## src/rtl/unpk_pkg.sv

```systemverilog
package unpk_pkg;

  typedef enum logic [1:0] {
    PM_WIDE    = 2'd0,
    PM_HALF    = 2'd1,
    PM_QUARTER = 2'd2
  } pmode_e;

  typedef enum logic [2:0] {
    ST_TS,
    ST_PAD,
    ST_EVT,
    ST_SPLIT,
    ST_SKIP
  } ust_e;

  // log2 of samples carried by one event
  function automatic logic [1:0] spe_shift(input pmode_e m);
    case (m)
      PM_HALF:    return 2'd1;
      PM_QUARTER: return 2'd2;
      default:    return 2'd0;
    endcase
  endfunction

  // index of the last sample within an event
  function automatic logic [1:0] spe_last(input pmode_e m);
    case (m)
      PM_HALF:    return 2'd1;
      PM_QUARTER: return 2'd3;
      default:    return 2'd0;
    endcase
  endfunction

endpackage

```

## src/rtl/unpk_deint.sv

```systemverilog
module unpk_deint
  import unpk_pkg::*;
#(
  parameter int W = 16
) (
  input  pmode_e         mode,
  input  logic [W-1:0]   evt,
  input  logic [1:0]     sub,
  output logic [W-1:0]   smp
);

  logic [W-1:0] half_v;
  logic [W-1:0] quar_v;

  for (genvar l = 0; l < W; l++) begin : g_probe
    if (l < W / 2) begin : g_half
      logic [1:0] pair;
      assign pair      = evt[2*l +: 2];
      assign half_v[l] = pair[sub[0]];
    end else begin : g_half_zero
      assign half_v[l] = 1'b0;
    end

    if (l < W / 4) begin : g_quar
      logic [3:0] quad;
      assign quad      = evt[4*l +: 4];
      assign quar_v[l] = quad[sub];
    end else begin : g_quar_zero
      assign quar_v[l] = 1'b0;
    end
  end

  always_comb begin
    case (mode)
      PM_HALF:    smp = half_v;
      PM_QUARTER: smp = quar_v;
      default:    smp = evt;
    endcase
  end

endmodule

```

## src/rtl/unpk_padcalc.sv

```systemverilog
module unpk_padcalc
  import unpk_pkg::*;
#(
  parameter int W      = 16,
  parameter int EVENTS = 7,
  localparam int PAD_W = W + 2
) (
  input  logic             first,
  input  logic [W-1:0]     ts,
  input  logic [W-1:0]     prev_ts,
  input  pmode_e           mode,
  output logic [PAD_W-1:0] pad
);

  logic [W-1:0] diff;
  logic [W-1:0] gap;

  // modular difference; the first cluster of a capture counts as one step
  assign diff = first ? W'(1) : ts - prev_ts;
  assign gap  = (diff > W'(EVENTS)) ? diff - W'(EVENTS) : '0;
  assign pad  = {2'b00, gap} << spe_shift(mode);

endmodule

```

## src/rtl/unpk_trigcalc.sv

```systemverilog
module unpk_trigcalc
  import unpk_pkg::*;
#(
  parameter int CLUSTERS = 64,
  parameter int EVENTS   = 7,
  localparam int POS_W   = $clog2(CLUSTERS * EVENTS),
  localparam int CL_W    = $clog2(CLUSTERS)
) (
  input  pmode_e            mode,
  input  logic [POS_W-1:0]  pos,
  output logic [CL_W-1:0]   cl
);

  localparam int LEAD = EVENTS - 1;

  logic [POS_W-1:0] adj;

  always_comb begin
    if (mode == PM_WIDE) begin
      adj = (pos >= POS_W'(LEAD)) ? pos - POS_W'(LEAD) : '0;
    end else begin
      adj = pos;
    end
  end

  assign cl = CL_W'(adj / POS_W'(EVENTS));

endmodule

```

## src/rtl/cluster_unpacker.sv

```systemverilog
module cluster_unpacker
  import unpk_pkg::*;
#(
  parameter int WORD_W   = 16,
  parameter int CLUSTERS = 64,
  parameter int EVENTS   = 7,
  localparam int POS_W   = $clog2(CLUSTERS * EVENTS)
) (
  input  logic              clk,
  input  logic              rst_n,
  input  logic              start,
  input  logic [1:0]        mode,
  input  logic [WORD_W-1:0] limit_ts,
  input  logic              trig_en,
  input  logic [POS_W-1:0]  trig_pos,
  input  logic              in_valid,
  input  logic [WORD_W-1:0] in_data,
  output logic              in_ready,
  output logic              out_valid,
  output logic [WORD_W-1:0] out_data,
  input  logic              out_ready,
  output logic              out_trig
);

  localparam int WORDS = CLUSTERS * (EVENTS + 1);
  localparam int WI_W  = $clog2(WORDS);
  localparam int CL_W  = $clog2(CLUSTERS);
  localparam int EV_W  = $clog2(EVENTS);
  localparam int PAD_W = WORD_W + 2;

  ust_e              state;
  pmode_e            mode_q;
  logic              first_q;
  logic [WORD_W-1:0] prev_ts;
  logic [WORD_W-1:0] last_smp;
  logic [WORD_W-1:0] evt_q;
  logic [1:0]        sub_q;
  logic [EV_W-1:0]   ev_idx;
  logic [PAD_W-1:0]  pad_q;
  logic [CL_W-1:0]   clus_q;
  logic [WI_W-1:0]   widx;

  logic              in_fire;
  logic              out_fire;
  logic              chunk_end;
  logic              limit_hit;
  logic              sub_done;
  logic [PAD_W-1:0]  pad_new;
  logic [CL_W-1:0]   trig_cl;
  logic [WORD_W-1:0] split_smp;

  unpk_deint #(.W(WORD_W)) u_deint (
    .mode (mode_q),
    .evt  (evt_q),
    .sub  (sub_q),
    .smp  (split_smp)
  );

  unpk_padcalc #(.W(WORD_W), .EVENTS(EVENTS)) u_pad (
    .first   (first_q),
    .ts      (in_data),
    .prev_ts (prev_ts),
    .mode    (mode_q),
    .pad     (pad_new)
  );

  unpk_trigcalc #(.CLUSTERS(CLUSTERS), .EVENTS(EVENTS)) u_trig (
    .mode (mode_q),
    .pos  (trig_pos),
    .cl   (trig_cl)
  );

  assign in_ready  = (state == ST_TS) || (state == ST_EVT) || (state == ST_SKIP);
  assign out_valid = (state == ST_PAD) || (state == ST_SPLIT);
  assign out_data  = (state == ST_PAD) ? last_smp : split_smp;
  assign out_trig  = trig_en && (state == ST_SPLIT) && (clus_q == trig_cl)
                     && (ev_idx == '0) && (sub_q == 2'd0);

  assign in_fire   = in_valid && in_ready;
  assign out_fire  = out_valid && out_ready;
  assign chunk_end = (widx == WI_W'(WORDS - 1));
  assign limit_hit = (limit_ts != '0) && (in_data > limit_ts);
  assign sub_done  = (sub_q == spe_last(mode_q));

  // word position inside the chunk
  always_ff @(posedge clk or negedge rst_n) begin
    if (!rst_n) begin
      widx <= '0;
    end else if (start) begin
      widx <= '0;
    end else if (in_fire) begin
      widx <= chunk_end ? '0 : widx + 1'b1;
    end
  end

  always_ff @(posedge clk or negedge rst_n) begin
    if (!rst_n) begin
      state    <= ST_TS;
      mode_q   <= PM_WIDE;
      first_q  <= 1'b1;
      prev_ts  <= '0;
      last_smp <= '0;
      evt_q    <= '0;
      sub_q    <= 2'd0;
      ev_idx   <= '0;
      pad_q    <= '0;
      clus_q   <= '0;
    end else if (start) begin
      state    <= ST_TS;
      mode_q   <= pmode_e'(mode);
      first_q  <= 1'b1;
      last_smp <= '0;
      sub_q    <= 2'd0;
      ev_idx   <= '0;
      pad_q    <= '0;
    end else begin
      case (state)
        ST_TS: begin
          if (in_fire) begin
            prev_ts <= in_data;
            first_q <= 1'b0;
            ev_idx  <= '0;
            clus_q  <= CL_W'(widx / WI_W'(EVENTS + 1));
            if (limit_hit) begin
              state <= ST_SKIP;
            end else if (pad_new != '0) begin
              pad_q <= pad_new;
              state <= ST_PAD;
            end else begin
              state <= ST_EVT;
            end
          end
        end
        ST_PAD: begin
          if (out_fire) begin
            pad_q <= pad_q - 1'b1;
            if (pad_q == PAD_W'(1)) begin
              state <= ST_EVT;
            end
          end
        end
        ST_EVT: begin
          if (in_fire) begin
            evt_q <= in_data;
            sub_q <= 2'd0;
            state <= ST_SPLIT;
          end
        end
        ST_SPLIT: begin
          if (out_fire) begin
            last_smp <= split_smp;
            if (sub_done) begin
              sub_q <= 2'd0;
              if (ev_idx == EV_W'(EVENTS - 1)) begin
                state <= ST_TS;
              end else begin
                ev_idx <= ev_idx + 1'b1;
                state  <= ST_EVT;
              end
            end else begin
              sub_q <= sub_q + 1'b1;
            end
          end
        end
        ST_SKIP: begin
          if (in_fire && chunk_end) begin
            state <= ST_TS;
          end
        end
        default: state <= ST_TS;
      endcase
    end
  end

endmodule

```

## config.mk

```make
export PLATFORM = sky130hd
export DESIGN_NAME = cluster_unpacker
export DESIGN_NICKNAME = d
export VERILOG_FILES = /design/src/rtl/unpk_pkg.sv /design/src/rtl/unpk_deint.sv /design/src/rtl/unpk_padcalc.sv /design/src/rtl/unpk_trigcalc.sv /design/src/rtl/cluster_unpacker.sv
export SDC_FILE = /design/constraint.sdc
export NUM_CORES = 1
export LEC_CHECK = 0
export ABC_CLOCK_PERIOD_IN_PS = 5300
export BUFFER_PORTS_ARGS = -buffer_cell sky130_fd_sc_hd__buf_2
export CORE_MARGIN = 5
export CORE_UTILIZATION = 40
export DETAILED_ROUTE_END_ITERATION = 6
export GPL_TIMING_DRIVEN = 0
export SLEW_MARGIN = 20
export SYNTH_ARGS = -nofsm -noshare
export SYNTH_HDL_FRONTEND = slang
export SYNTH_HIERARCHICAL = 1
export SYNTH_SLANG_ARGS = --single-unit
```

## constraint.sdc

```tcl
create_clock -name clk -period 5.3 [get_ports clk]
set_input_delay 0.265 -clock clk [delete_from_list [all_inputs] [get_ports clk]]
set_output_delay 0.265 -clock clk [all_outputs]
set_load 0.01 [all_outputs]
```

# Yosys cells after proc, flatten, opt, wreduce, memory -nomap -nowiden
# Cells that the tools add are included.
dict set report op_classes {
  n_eq_ne 21
  addsub 7
  reduce_logical 32
  n_div 1
  bitwise_logic 1
  shifts 1
  muxes 70
  magnitude_cmp 5
}
# operator n
set ops {}
lappend ops {{16-bit two-way mux} 6}
lappend ops {{18-bit two-way mux} 5}
lappend ops {{9-bit two-way mux} 5}
lappend ops {{3-bit two-way mux} 14}
lappend ops {{18-bit one-hot mux with 2 select lines} 1}
lappend ops {{16-bit one-hot mux with 2 select lines} 1}
lappend ops {{1-bit two-way mux} 23}
lappend ops {{3-bit inequality test, second input constant} 7}
lappend ops {{18-bit by 1-bit equality test with 1-bit output, second input constant} 1}
lappend ops {{18-bit nonzero test} 1}
lappend ops {{16-bit by 2-bit << shifter with 18-bit output} 1}
lappend ops {{18-bit by 1-bit subtractor with 18-bit output, second input constant} 1}
lappend ops {{16-bit > comparator} 1}
lappend ops {{16-bit by 3-bit > comparator with 1-bit output, second input constant} 1}
lappend ops {{16-bit nonzero test} 1}
lappend ops {{16-bit subtractor} 1}
lappend ops {{16-bit by 3-bit subtractor with 16-bit output, second input constant} 1}
lappend ops {{3-bit one-hot mux with 5 select lines} 1}
lappend ops {{2-bit two-way mux} 6}
lappend ops {{2-bit one-hot mux with 2 select lines} 3}
lappend ops {{5-bit AND reduction} 2}
lappend ops {{9-bit by 1-bit adder with 9-bit output, second input constant} 1}
lappend ops {{9-bit by 3-bit divider with 9-bit output, second input constant} 1}
lappend ops {{9-bit equality test, second input constant} 1}
lappend ops {{other kinds (26)} 52}
dict set report totals {
  output_inout_bits 19
  register_bits 92
  wordCells 149
  input_bits 49
}

# Logic depth before layout (Yosys ltp)
# Gate-level depths: netlist (run 1).
dict set report logic_depth {
  depth_word 11
  depth_mapped 27
}

# By module
# The synthesis (run 1) kept the hierarchy.
# mod cells_per_inst area_per_inst_um2 instances seq_area_each_um2
set modules_own_cells {}
lappend modules_own_cells {cluster_unpacker 509 5180.0 1 2303.5}
lappend modules_own_cells {unpk_padcalc 294 1940.6 1 0.0}
lappend modules_own_cells {unpk_trigcalc 151 1102.3 1 0.0}
lappend modules_own_cells {unpk_deint 50 402.9 1 0.0}

# Worst setup path after synthesis (run 1)
# No wires, ideal clock.
dict set report synth_path {
  path_type {register to register}
  startpoint {register prev_ts[0]}
  endpoint {register pad_q[6]}
  path_buffers 2
  t_arrival_ns 4.936
  period_less_slack_ns 5.074
  setup_time_ns 0.138
  setup_slack_ns 0.226
  path_stages_with_launch 19
  required_ns 5.162
  path_cell_list {dfrtp_1 > ha_1 > fa_1 > nand2b_1 > a211oi_4 > o211ai_1 > o311ai_2 > a31oi_1 > or4_4 > nor3b_4 > buf_2 > a311oi_1 > or4_1 > nor3_1 > a31oi_1 > or2_2 > nand2_1 > clkbuf_1 > o21ai_0}
}
dict set report synth_between {
  word_cells_on_any_way 14
}
# item line
set synth_rtl {}
lappend synth_rtl {{start, declared} cluster_unpacker.sv:34} ;# logic [WORD_W-1:0] prev_ts;
lappend synth_rtl {{start signal, assigned} cluster_unpacker.sv:120} ;# prev_ts <= in_data;
lappend synth_rtl {{16-bit subtractor (*)} unpk_padcalc.sv:19} ;# assign diff = first ? W'(1) : ts - prev_ts;
lappend synth_rtl {{16-bit two-way mux (*)} unpk_padcalc.sv:19}
lappend synth_rtl {{16-bit by 3-bit subtractor with 16-bit output / 16-bit by 3-bit > comparator with 1-bit output (equally long branches)} unpk_padcalc.sv:20} ;# assign gap = (diff > W'(EVENTS)) ? diff - W'(EVENTS) : '0;
lappend synth_rtl {{16-bit two-way mux (*)} unpk_padcalc.sv:20}
lappend synth_rtl {{16-bit by 2-bit << shifter with 18-bit output (*)} unpk_padcalc.sv:21} ;# assign pad = {2'b00, gap} << spe_shift(mode);
lappend synth_rtl {{named net pad_new[4]} cluster_unpacker.sv:48} ;# logic [PAD_W-1:0] pad_new;
lappend synth_rtl {{18-bit nonzero test (*)} cluster_unpacker.sv:126} ;# end else if (pad_new != '0) begin
lappend synth_rtl {{3-bit by 2-bit inequality test with 1-bit output (no line) (*)} --}
lappend synth_rtl {{5-bit AND reduction (no line) (*)} --}
lappend synth_rtl {{end signal, assigned} cluster_unpacker.sv:127} ;# pad_q <= pad_new;
lappend synth_rtl {{end signal, assigned} cluster_unpacker.sv:136} ;# pad_q <= pad_q - 1'b1;
lappend synth_rtl {{end, declared} cluster_unpacker.sv:39} ;# logic [PAD_W-1:0] pad_q;
# The timed path passes the listed nets; every way through them passes the cells marked *. The select of a mux whose other input is x is not followed.
# A chain may end at the register's enable or synchronous reset.

# Final worst setup path (run 1)
dict set report layout_path {
  startpoint {register mode_q[1]}
  endpoint {output out_trig}
}
dict set report layout_between {
  elab_chain_len 7
}
# item line
set layout_lines {}
lappend layout_lines {{start, declared} cluster_unpacker.sv:32} ;# pmode_e mode_q;
lappend layout_lines {{start signal, assigned} cluster_unpacker.sv:110} ;# mode_q <= pmode_e'(mode);
lappend layout_lines {{2-bit zero test} unpk_trigcalc.sv:19} ;# if (mode == PM_WIDE) begin
lappend layout_lines {{9-bit two-way mux} unpk_trigcalc.sv:19}
lappend layout_lines {{9-bit by 3-bit divider with 9-bit output} unpk_trigcalc.sv:26} ;# assign cl = CL_W'(adj / POS_W'(EVENTS));
lappend layout_lines {{named net trig_cl[0]} cluster_unpacker.sv:49} ;# logic [CL_W-1:0] trig_cl;
lappend layout_lines {{6-bit equality test} cluster_unpacker.sv:76} ;# assign out_trig = trig_en && (state == ST_SPLIT) && (clus_q == trig_cl)
lappend layout_lines {{1-bit logical AND} cluster_unpacker.sv:76}
lappend layout_lines {{1-bit logical AND (2 in a row)} cluster_unpacker.sv:77} ;# && (ev_idx == '0) && (sub_q == 2'd0);
lappend layout_lines {{end, declared} cluster_unpacker.sv:22} ;# output logic out_trig
# The timed path passes the listed nets, and every way through them passes these cells.

==> impl_results.md, run 1 <==
- Status: finished with violations
- Worst-path fanout max: 8
- Total power: 5.21 mW
- Clk sinks: a little over 90
- Area contributors post-synth: dfrtp_1 (26%), mux2_2 (7.8%), ha_1 (6.7%)
- Yosys warns: 6
- Worst slew margin: 0.245
- Largest net degree at the start of global routing: between 50 and 60
- Initial core utilization: 0.408
- CTS Root Cell: clkbuf_16
- Final WS setup: -0.119 ns
- Pwr dens: 517 nW/um^2
- VDD IR max: roughly 0.26 mV
- Crit-path cells: a211o_4 -> or3_4 -> nand3_2 -> o21ai_1 -> and2_4 -> or3_4 -> a21oi_2 -> a211o_2 -> ha_4 -> nand3_2 -> a21oi_2 -> nand4b_1 -> o21ai_4 -> a21oi_4 -> buf_4 -> o21a_1 -> nor2_2 -> mux2_4 -> o211ai_2 -> xnor2_1 -> nand4_1 -> nor4_2 -> buf_2
- Fmax: 185 MHz
- Min Tclk post-route: between 5 and 6 ns
- DP HPWL: around 18000 um
- Failing checks: setup timing
- Ant. Diodes: 0
- Required time of the critical path: 5.04 ns
- Share of the synthesized area in the top cell type: 0.264
- Max Transition Viols Final: 0
- Worst-Margin Slew: approximately 1.1 ns
- Synthesis-stage register bit count: between 90 and 100
- Max_cap viols: 0
- Max H-tree Level: 3
- CTS clk-pin slew, worst paths: 0.07 ns
- Number of buffers added on ports: 66
- RSZ-0062 raised after global routing: true
- CTS tree: built
- Placed Area: 9330 sq um
- Core Area: 21200 sq um
- Die Y: 157 um
- Hold slack: around 0.13 ns
- DRT met1 WL: 11600 um
- DR WL met2: 11100 um
- DR pass1 iterations: 5
- Top Layer Used: met4
- Nets: 1208
- WS Path Type: reg -> out
- Vias per cell: 5.66
- Finish-stage setup viols: 1
- Die span in x: between 150 and 200 um
- Crit. End Element: primary output
- Post-Syn Area per Cell: 8.59 sq um
- Post-synth EDFFs: 0
- Area leader, netlist: dfrtp_1
- Initial antenna violation count: 0
- Num rows: 53
- Post-Place Cells: around 1300
- DR vias: 7874
- Vias in the first global route: 7608
- Overall routed net length: 24000 um
- Worst Path Arrival: 5.15 ns
- Hold Crit Class: in -> reg
- P_leak: 4.46 nW
- First-pass GRT wire length: 39100 um
- Area Growth Syn to Fin: 17.0%
- Seq/Total Area, Yosys: 0.267
- Post-route clock skew: between 0.01 and 0.015 ns
- GRT overflow: 0
- Syn Nets: 1100
- Post-route design area: 10100 sq um
- Slowest cell on crit path: dfrtp_2
- GP Congestion: 0.903
- Detail Route met3 WL: 783 um
- Post-layout util: 0.477
- Netlist cell types: 101
- Commonest non-fill, non-tap cell in the layout: dfrtp_1
- Register Area: 2310 sq um
- Area of the mapped netlist: 8630 sq um
- Most frequent cells in the layout: dfrtp_1 (89), nor2_1 (83), buf_2 (69), o21ai_0 (66), inv_1 (63)
- Syn Inst Count: 1004
- Ys flop type: dfrtp_1
- Iter 0 DRT Violations: approximately 490
- Clk_lat worst skew: 0.37 ns
- Final hold viol count: 0
- TNS Setup: -0.119 ns
- FILL cells: 2076
- Non-filler instance count after layout: between 1000 and 1500
- # IOs: 68
- Post-DRT Antenna Nets: 0
- Asr flop ratio synth: 1.00
- Ratio of cells with drive above 1 in the final layout: 0.250
- Final period utilization: 1.02
- Total GRT Usage: 0.194
- Area of the multi-input gates: 6040 sq um
- Place WS: -0.733 ns
- Residual DRC: 0
- Num CTS Buffers: 9
- CTS Buffer Depth: 2
- Drt wl/cell: 17.2 um
- Critical path startpoint category: flop
- Die Outline Area: 24600 sq um
- Max incr delay on CP: 0.52 ns
[worst paths after layout]
| kind | from | endpoint | slack (ns) | cells after the start |
|---|---|---|---|---|
| setup / recovery | mode_q[1] | out_trig | -0.12 | 23 |
| min in group asynchronous | rst_n | prev_ts[13] | 0.35 | 2 |
| max in group asynchronous | rst_n | first_q | 4.29 | 3 |
| setup reg to reg | prev_ts[0] | pad_q[6] | 0.30 | 18 |
| hold reg to reg | prev_ts[0] | prev_ts[0] | 0.49 | 2 |
| hold / removal | mode[1] | mode_q[1] | 0.13 | 2 |
[cell families after synthesis]
| group | count (synthesis) | synth area share |
|---|---|---|
| compound gates | 281 | 0.236 |
| xor+xnor | 45 | 0.0457 |
| fa+ha+maj | 48 | 0.0704 |
| buf+inv | 113 | 0.0579 |
| flops | 92 | 0.267 |
| mux | 81 | 0.111 |
| simple gates | 344 | 0.213 |
[area by class of cell]
class,instances,area share
sequential,92,0.229
multi-input combinational,799,0.598
inverter,63,0.0234
clock inverter,6,0.00645
timing repair buffer,100,0.0609
clock buffer,10,0.0237
tap,275,0.0341
buffer,47,0.0247
[critical path: cells and delay by family (launching register included)]
| kind | cells | cell delay [ns] |
|---|---|---|
| xor gates and xnor gates | 1 | 0.14 |
| and+or+nand+nor | 9 | 1.84 |
| DFF | 1 | 0.52 |
| muxes | 1 | 0.32 |
| buffers and inverters | 2 | 0.34 |
| AOI/OAI and AO/OA | 9 | 1.48 |
| adders and majority gates | 1 | 0.15 |
[flip-flops by register name, indices dropped and copies added, names as in the netlist]
name and count:
clus_q 6, evt_q 16, prev_ts 16, last_smp 16, mode_q 2, first_q 1
widx 9, sub_q 2, state 3, ev_idx 3, pad_q 18
[report_power, final]
| group | total [mW] | internal [mW] | switching, mW | leakage, nW |
|---|---|---|---|---|
| Clock | 0.683 | 0.347 | 0.336 | 0.150 |
| Sequential | 1.05 | 0.884 | 0.170 | 1.21 |
| Combinational | 3.48 | 1.51 | 1.96 | 3.09 |
[cells in the mapped netlist, types with 4 or more instances]
| library cell | instances |
|---|---|
| o21a_1 | 7 |
| a221oi_1 | 4 |
| and2_1 | 18 |
| or2_2 | 9 |
| nand2b_1 | 17 |
| nor4_1 | 19 |
| inv_1 | 63 |
| or3_4 | 4 |
| or3_1 | 12 |
| o211ai_1 | 16 |
| mux2_2 | 60 |
| a311oi_1 | 7 |
| nand4_1 | 13 |
| nand2_1 | 62 |
| o31ai_1 | 10 |
| nor2_1 | 84 |
| o21ai_0 | 67 |
| o22ai_1 | 6 |
| a211o_1 | 9 |
| a22oi_1 | 5 |
| xor2_1 | 12 |
| nor3_1 | 24 |
| a22o_1 | 22 |
| buf_2 | 5 |
| buf_6 | 7 |
| a31oi_1 | 7 |
| a21o_1 | 13 |
| dfrtp_1 | 91 |
| or4_1 | 6 |
| clkbuf_1 | 29 |
| a211oi_1 | 8 |
| o21ai_1 | 5 |
| and3_1 | 11 |
| xnor2_1 | 33 |
| nor2b_1 | 14 |
| buf_1 | 4 |
| nand3_1 | 25 |
| a21oi_1 | 45 |
| mux2i_1 | 14 |
| ha_1 | 46 |
[metal layers]
metal	up-vias	GRT usage
li1	3933	-
met1	3739	0.272
met4	0	0.0583
met3	34	0.0216
met2	168	0.315
met5	-	0
[timing repair]
item,in CTS,in global routing
pin swaps,23,27
setup endpoints to repair,18,16
gates resized for setup,36,19
setup buffers,19,13
hold buffers,1,0
endpoints found under the hold margin,35,0
Power figures use the tool's default switching activity.
==> inputs of run 2 (changes only) <==
ABC_AREA = 1   (was not set)
CORE_ASPECT_RATIO = 1.25   (was not set)
==> run 2 against run 1 <==
The flow now finishes without violations. Clock power is 5.4% lower. Combinational power shrank 9.5%. Final cell count up 26%. Global-route usage fell by 0.17 points. Largest power group unchanged.
==> impl_results.md, run 2 <==
- Post-route clock skew: 0.0124 ns
- Overall routed net length: 23800 um
- P_leak: 5.28 nW
- Number of flip-flops in the largest register: 18
- Num rows: 60
- Max H-tree Level: 3
- Hold path startpoint: mode[1]
- Fmax: approximately 200 MHz
- Area of the multi-input gates: 5440 sq um
- Final WS setup: 0.395 ns
- Post-route design area: 9890 sq um
- Seq/Total Area, Yosys: 0.261
- CTS Buffer Depth: 2
- Max Transition Viols Final: 0
- Simple-gate share of the synthesized area: 0.408
- Final hold viol count: 0
- Worst-path fanout max: 6
- CTS Root Cell: clkbuf_16
- XOR/XNOR Fraction of Synth Area: 0.0258
- Critical path startpoint category: flop
- Worst Path Arrival: 4.64 ns
- Syn Nets: 1480
- Post-DRT Antenna Nets: 0
- Core Area: 21600 sq um
- Hold Crit Class: in -> reg
- Residual DRC: 0
- Total power: 4.85 mW
- Nets: between 1500 and 2000
- Post-synth EDFFs: 0
- Vias per cell: 4.99
- TNS Setup: 0 ns
- Crit. End Element: primary output
- Initial core utilization: 0.409
- Max incr delay on CP: 0.46 ns
- DR vias: 8745
- Max_cap viols: 0
- CP dominant cell by count: nand2_1
- DP HPWL: slightly below 20000 um
- Share of the synthesized area in the top cell type: 0.258
- Area leader, netlist: dfrtp_1
- Worst-Margin Slew: around 0.86 ns
- Worst slew margin: 0.425
- Drt wl/cell: roughly 14 um
- Clk sinks: slightly above 90
- Yosys warns: 6
- Iter 0 DRT Violations: 534
- Ratio of cells with drive above 1 in the final layout: 0.151
- FILL cells: 2333
- Asr flop ratio synth: 1.00
- CTS tree: built
- Hold slack: 0.146 ns
- VDD IR max: 0.230 mV
- Non-filler instance count after layout: 1752
- Number of buffers added on ports: 67
- Post-Place Cells: 1731
- Synthesis-stage register bit count: 92
- Required time of the critical path: approximately 5 ns
- Total GRT Usage: 0.192
- Post-Syn Area per Cell: roughly 6.4 sq um
- Multiplexer share of the synthesized area: 0
- Num CTS Buffers: 9
- Vias in the first global route: roughly 8400
- Die Y: around 180 um
- Ys flop type: dfrtp_1
- Area of the mapped netlist: 8840 sq um
- Synth top cells by count: nand2_1 (420), inv_1 (224), nor2_1 (108)
- Place WS: roughly 0.59 ns
- Die Outline Area: 25200 sq um
- Die span in x: 143 um
- # IOs: 68
- Area Growth Syn to Fin: 11.9%
- Largest net degree at the start of global routing: 75
- Syn Inst Count: 1384
- Largest register by flop count: pad_q
- Slowest cell on crit path: dfrtp_2
- DR pass1 iterations: 5
- GRT overflow: 0
- Setup crit start: mode_q[0]
- WS Path Type: reg -> out
- Placed Area: 9560 sq um
- Main combinational cell family by area after synthesis: simple AND/OR/NAND/NOR gates
- Final period utilization: 0.925
- Register Area: 2310 sq um
- CTS clk-pin slew, worst paths: around 0.070 ns
- Most frequent cells in the layout: nand2_1 (420), inv_1 (224), nor2_1 (107), nand3_1 (97), dfrtp_1 (89)
- First-pass GRT wire length: 39700 um
- Initial antenna violation count: 1
- Area contributors post-synth: dfrtp_1 (26%), nand2_1 (18%), inv_1 (9.5%)
- Post-layout util: 0.457
- Commonest non-fill, non-tap cell in the layout: nand2_1
- Status: complete, no violations
- Crit Reg-Reg Startpoint: prev_ts[0]
- Count leader, synth: nand2_1
- GP Congestion: 0.910
- Min Tclk post-route: 4.91 ns
- Pwr dens: ~500 nW/um^2
- Netlist cell types: 50
- Clk_lat worst skew: 0.36 ns
- Adder-Cell Fraction of Synth Area: 0.0674
- Finish-stage setup viols: 0
- Post-synthesis compound-gate area fraction: 0.114
run 2: logic make-up after synthesis:
family,after synthesis
simple gates,766
buf+inv,274
compound gates,179
flops,92
fa+ha+maj,47
xor+xnor,26
run 2: what timing repair did:
item	in CTS	in global routing
setup buffers	0	3
resized for setup	0	3
endpoints found under the setup margin	0	1
hold endpoints to repair	18	0
hold buffers	1	0
run 2: worst paths after layout:
check                             end  slack [ns]  depth (start not counted)
min in group asynchronous   pad_q[16]        0.31                          2
max in group asynchronous   mode_q[1]        4.30                          3
setup / recovery             out_trig        0.39                         32
hold / removal              mode_q[1]        0.15                          3
hold reg to reg            prev_ts[7]        0.49                          2
setup reg to reg             pad_q[2]        1.42                         27
run 2: routing by layer:
metal  track usage  share of wire  vias up
met3        0.0233          0.029       33
met2         0.354           0.51      128
met5             0        0.00055        -
met4        0.0551          0.019        2
met1         0.231           0.44     4026
li1              -              -     4556
run 2: final cells by class:
cell class,instances,area share
Clock inverter,7,0.00683
Buffer,31,0.0182
Antenna cell,1,0.000253
Tap cell,279,0.0353
Timing Repair Buffer,72,0.0406
Inverter,243,0.0927
Clock buffer,9,0.0228
Multi-Input combinational cell,1018,0.550
Sequential cell,92,0.233
run 2: critical path, delay by kind of cell (launching register included):
family                   cells  cell delay [ns]
AND/OR/NAND/NOR             23             2.61
flip-flops                   1             0.46
buffers and inverters        4             0.40
adder cells (fa/ha/maj)      2             0.38
AO/OA/AOI/OAI                2             0.26
XOR/XNOR                     1             0.17
run 2: power breakdown:
part	internal, mW	switching (mW)
clock	0.330	0.316
sequential	0.886	0.166
combinational	1.12	2.03
total	2.34	2.51
